`src/rtl/hw_stack4_pkg.sv`:
```
package hw_stack4_pkg;

    localparam int STK_DEPTH = 4;
    localparam int PTR_W     = $clog2(STK_DEPTH);

    typedef enum logic [PTR_W-1:0] {
        SLOT_0 = 2'd0,
        SLOT_1 = 2'd1,
        SLOT_2 = 2'd2,
        SLOT_3 = 2'd3
    } slot_ptr_e;

    typedef enum logic [1:0] {
        OP_IDLE = 2'b00,
        OP_POP  = 2'b01,
        OP_PUSH = 2'b10,
        OP_BOTH = 2'b11
    } stk_op_e;

endpackage

```
`src/rtl/stk_ptr_fsm.sv`:
```
module stk_ptr_fsm
    import hw_stack4_pkg::*;
(
    input  logic                 clk,
    input  logic                 rst_n,
    input  logic                 push_i,
    input  logic                 pop_i,
    output logic [PTR_W-1:0]     ptr_o,
    output logic [STK_DEPTH-1:0] wr_en_o,
    output logic [PTR_W-1:0]     rd_sel_o
);

    slot_ptr_e state_q;
    slot_ptr_e state_d;
    stk_op_e   op;

    assign op = stk_op_e'({push_i, pop_i});

    // Next pointer: bit0 toggles either way; bit1 is XOR(up) or XNOR(down).
    always_comb begin
        state_d = state_q;
        unique case (op)
            OP_PUSH: state_d = slot_ptr_e'({state_q[1] ^ state_q[0], ~state_q[0]});
            OP_POP:  state_d = slot_ptr_e'({~(state_q[1] ^ state_q[0]), ~state_q[0]});
            OP_IDLE: state_d = state_q;
            OP_BOTH: state_d = state_q;
        endcase
    end

    always_ff @(posedge clk) begin
        if (!rst_n) state_q <= SLOT_0;
        else        state_q <= state_d;
    end

    // Outputs: write decode gated by push; read select is pointer minus one.
    always_comb begin
        wr_en_o  = '0;
        rd_sel_o = {~(state_q[1] ^ state_q[0]), ~state_q[0]};
        unique case (state_q)
            SLOT_0: wr_en_o[0] = push_i;
            SLOT_1: wr_en_o[1] = push_i;
            SLOT_2: wr_en_o[2] = push_i;
            SLOT_3: wr_en_o[3] = push_i;
        endcase
    end

    assign ptr_o = state_q;

    assert_ptr_hold_R4: assert property (@(posedge clk) disable iff (!rst_n)
        (!push_i && !pop_i) |=> (ptr_o == $past(ptr_o)));

    assert_ptr_both_hold_R6: assert property (@(posedge clk) disable iff (!rst_n)
        (push_i && pop_i) |=> (ptr_o == $past(ptr_o)));

    assert_ptr_up_R2: assert property (@(posedge clk) disable iff (!rst_n)
        (push_i && !pop_i) |=> (ptr_o == PTR_W'($past(ptr_o) + 2'd1)));

    assert_ptr_down_R3: assert property (@(posedge clk) disable iff (!rst_n)
        (pop_i && !push_i) |=> (ptr_o == PTR_W'($past(ptr_o) - 2'd1)));

    assert_one_write_R9: assert property (@(posedge clk) disable iff (!rst_n)
        push_i |-> ($countones(wr_en_o) == 1));

    assert_no_write_R9: assert property (@(posedge clk) disable iff (!rst_n)
        !push_i |-> (wr_en_o == '0));

endmodule

```
`src/rtl/stk_slot_bank.sv`:
```
module stk_slot_bank #(
    parameter int DATA_W = 16,
    parameter int DEPTH  = 4
) (
    input  logic                          clk,
    input  logic                          rst_n,
    input  logic [DEPTH-1:0]              wr_en_i,
    input  logic [DATA_W-1:0]             wr_data_i,
    output logic [DEPTH-1:0][DATA_W-1:0]  slots_o
);

    for (genvar g = 0; g < DEPTH; g++) begin : g_slot
        always_ff @(posedge clk) begin
            if (!rst_n)          slots_o[g] <= '0;
            else if (wr_en_i[g]) slots_o[g] <= wr_data_i;
        end

        assert_slot_keep_R4: assert property (@(posedge clk) disable iff (!rst_n)
            !wr_en_i[g] |=> $stable(slots_o[g]));

        assert_slot_load_R2: assert property (@(posedge clk) disable iff (!rst_n)
            wr_en_i[g] |=> (slots_o[g] == $past(wr_data_i)));
    end

endmodule

```
`src/rtl/stk_top_sel.sv`:
```
module stk_top_sel #(
    parameter int DATA_W = 16,
    parameter int DEPTH  = 4
) (
    input  logic [DEPTH-1:0][DATA_W-1:0] slots_i,
    input  logic [1:0]                   sel_i,
    output logic [DATA_W-1:0]            top_o
);

    localparam int PAIRS = DEPTH / 2;

    logic [PAIRS-1:0][DATA_W-1:0] lvl1;

    // First level: low select bit picks within each pair of slots.
    for (genvar k = 0; k < PAIRS; k++) begin : g_pair
        assign lvl1[k] = sel_i[0] ? slots_i[2*k+1] : slots_i[2*k];
    end

    // Second level: high select bit picks the pair.
    assign top_o = sel_i[1] ? lvl1[1] : lvl1[0];

endmodule

```
`src/rtl/hw_stack4.sv`:
```
module hw_stack4
    import hw_stack4_pkg::*;
#(
    parameter int DATA_W = 16
) (
    input  logic              clk,
    input  logic              rst_n,
    input  logic              push_i,
    input  logic              pop_i,
    input  logic [DATA_W-1:0] wr_data_i,
    output logic [DATA_W-1:0] top_o
);

    logic [PTR_W-1:0]                  ptr;
    logic [STK_DEPTH-1:0]              wr_en;
    logic [PTR_W-1:0]                  rd_sel;
    logic [STK_DEPTH-1:0][DATA_W-1:0]  slots;

    stk_ptr_fsm u_ptr (
        .clk      (clk),
        .rst_n    (rst_n),
        .push_i   (push_i),
        .pop_i    (pop_i),
        .ptr_o    (ptr),
        .wr_en_o  (wr_en),
        .rd_sel_o (rd_sel)
    );

    stk_slot_bank #(.DATA_W(DATA_W), .DEPTH(STK_DEPTH)) u_bank (
        .clk       (clk),
        .rst_n     (rst_n),
        .wr_en_i   (wr_en),
        .wr_data_i (wr_data_i),
        .slots_o   (slots)
    );

    stk_top_sel #(.DATA_W(DATA_W), .DEPTH(STK_DEPTH)) u_sel (
        .slots_i (slots),
        .sel_i   (rd_sel),
        .top_o   (top_o)
    );

    assert_push_shows_R2: assert property (@(posedge clk) disable iff (!rst_n)
        (push_i && !pop_i) |=> (top_o == $past(wr_data_i)));

    assert_both_top_stable_R6: assert property (@(posedge clk) disable iff (!rst_n)
        (push_i && pop_i) |=> $stable(top_o));

    assert_idle_top_stable_R4: assert property (@(posedge clk) disable iff (!rst_n)
        (!push_i && !pop_i) |=> $stable(top_o));

    assert_reset_ptr_R1: assert property (@(posedge clk)
        !rst_n |=> (ptr == '0));

endmodule

```
`config.mk`:
```
export PLATFORM = sky130hd
export DESIGN_NAME = hw_stack4
export DESIGN_NICKNAME = d
export VERILOG_FILES = /design/src/rtl/hw_stack4_pkg.sv /design/src/rtl/stk_ptr_fsm.sv /design/src/rtl/stk_slot_bank.sv /design/src/rtl/stk_top_sel.sv /design/src/rtl/hw_stack4.sv
export SDC_FILE = /design/constraint.sdc
export NUM_CORES = 1
export LEC_CHECK = 0
export BUFFER_PORTS_ARGS = -buffer_cell sky130_fd_sc_hd__clkbuf_2
export CORE_MARGIN = 2
export CORE_UTILIZATION = 32
export DETAILED_ROUTE_END_ITERATION = 7
export PLACE_DENSITY = 0.6
export RECOVER_POWER = 100
export SLEW_MARGIN = 20
export SYNTH_ARGS = -nofsm -noshare
export SYNTH_HDL_FRONTEND = slang
export SYNTH_SLANG_ARGS = --single-unit
```
`constraint.sdc`:
```
create_clock -name clk -period 3.95 [get_ports clk]
set_clock_uncertainty 0.15 [all_clocks]
set_input_delay 0.79 -clock clk [delete_from_list [all_inputs] [get_ports clk]]
set_output_delay 0.79 -clock clk [all_outputs]
set_load 0.005 [all_outputs]
```
==> impl_results.md <==
* Status: complete, but fails checks
* Failing checks: max-capacitance violations, max-slew violations
* Row Count at 36
* Post-layout util at 0.378
* Dpl hpwl at 4.40 mm
* Crit path time final at 3310 ps
* Die W at 105 um
* Clock Latency Late Sink at 340 ps
* Mapped Nets at 350
* Post-route ant nets at 0
* Crit start category: flop
* Max frequency at 302 MHz
* Power density cells at 456 nW/um^2
* Maximum resistive drop on vdd at 0.000186 V
* Setup TNS at 0 ps
* Vias at 2473
* Avg WL per Cell at 15.3 um
* CTS tree: built
* Final Max Slew Viols at 66
* Slew @ Worst Pin at 2250 ps
* YS warnings at 0
* P&R area growth vs syn at 13.4%
* Fin. Hold Viols at 0
* Post_cts resized at 0
* Number of synthesized register bits at 66
* Port Buffers at 35
* Syn avg cell area at 10.1 um^2
* Chip height at 105 um
* Tot GR Track Use at 0.139
* Distinct cells, synth at 17
* Worst Path Required at 3010 ps
* Worst-path clk slew at 70 ps
* Relative max-transition margin at -0.510
* Routed wire length at 7.30 mm
* Routability cong. at 0.730
* Setup violations, final at 0
* Core ar. at 9860 um^2
* # fillers at 1013
* TritonCTS Buffers at 9
* CTS sink cnt at 66
* Final nets at 366
* Crit Path Class: reg -> out
* DR iter-0 viols at 164
* Diodes inserted at 0
* Share of cells above drive strength 1 at 0.349
* Bufs on Longest Clock Path at 2
* Post-synthesis sequential area ratio at 0.402
* # DRC at 0
* DRT Pass-1 Iters at 5
* Die ar. at 11100 um^2
* H-tree depth at 3
* First-pass GRT wire length at 12.2 mm
* Post-route clock period utilization at 0.837
* Initial core utilization at 0.333
* Vias in the first global route at 2318
* Initial antenna violation count at 0
* R2R setup slack at 1800 ps
* Syn Std Cell Area at 3290 um^2
* Routed vias/inst at 5.18
* Crit path arrival time at 2370 ps
* Leak at 0.00141 uW
* Largest net degree at the start of global routing at 89
* GRT overflow at 0
* CTS root buf: clkbuf_8
* Crit-path max FO at 12
* Max_cap viols at 1
* Hold Path Class: reg -> reg
* Hold-fix buffers, CTS at 0
* # IOs at 36
* Worst Setup End Kind: output pin
* Syn Inst Count at 325
* Setup repair after global routing missed its margin: false
* Post CTS Setup Buffer Count at 0
-- final cells by class --
class                   instances  area, um^2  area share
inverters                       4        16.3     0.00436
repair buffers                 42         230      0.0618
clock buffers                  12         165      0.0443
clock inverters                 2        60.1      0.0161
well taps                     133         166      0.0446
multi-input cells             218        1770       0.474
flip-flops and latches         66        1320       0.354
-- routing by layer --
metal,routed length [um],vias to the layer above,GRT usage
met1,3400,1196,0.187
met3,330,7,0.0383
li1,-,1226,-
met5,0,-,0
met4,78,0,0.0486
met2,3490,44,0.212
-- path summary, 6_finish.rpt --
path,end,startpoint,cells after the start
worst min register to register,u_bank.slots_o[32],u_bank.slots_o[32],2
worst max-delay path,top_o[14],u_ptr.ptr_o[1],5
worst max register to register,u_bank.slots_o[54],u_ptr.ptr_o[0],5
worst min-delay path,u_bank.slots_o[32],u_bank.slots_o[32],2
-- synthesized netlist by cell type (all sizes together) --
cell | number | area [um^2]
mux4 | 16 | 387
o211a | 1 | 10.0
nand2b | 1 | 6.26
clkbuf | 17 | 63.8
a21bo | 64 | 641
a21oi | 64 | 320
nor2 | 1 | 3.75
nand3 | 64 | 320
xor2 | 2 | 17.5
buf | 20 | 119
dfxtp | 66 | 1320
inv | 4 | 15.0
ha | 5 | 62.6
-- critical path, stage by stage (launching register included) --
cell and delay (ps):
dfxtp_1 370, inv_1 80, ha_1 500, buf_4 350
mux4_1 600, clkbuf_2 130
-- state kept, by name, summed over array words and instances (netlist names) --
name / flops
u_bank.slots_o: 64
u_ptr.ptr_o: 2
-- logic make-up after synthesis --
group	after synthesis	synth area share
compound gates	129	0.295
buf+inv	41	0.0601
simple gates	66	0.100
xor+xnor	2	0.00533
flops	66	0.402
mux	16	0.118
fa+ha+maj	5	0.0190
-- cell usage in the layout, fill, tap and decap left out --
cell        instances
clkbuf_8           12
clkbuf_1           10
a21bo_2            64
nor2_1              1
a21oi_1            64
buf_12              1
nand3_1            64
xor2_1              2
clkinvlp_2          1
dfxtp_1            66
inv_1               3
o211a_1             1
nand2b_1            1
bufinv_16           2
mux4_2              9
ha_1                5
buf_4               7
mux4_1              7
clkbuf_2           24
-- stage by stage --
step,hold WS (ps),power (uW),instance area (um^2),std cells,setup WS (ps)
floorplan,399,986,3290,325,1140
global placement,406,1060,3510,463,1010
detailed placement,414,1070,3510,463,977
CTS,423,1720,3740,477,599
global route,438,1780,3730,477,239
finish,421,1700,3730,477,643
-- report_power, final --
group / switching, uW / total (uW) / internal, uW
clock: 250 / 651 / 400
sequential: 15.7 / 719 / 703
combinational: 190 / 329 / 139
total: 456 / 1700 / 1240
(Power assumes the default switching activity.)
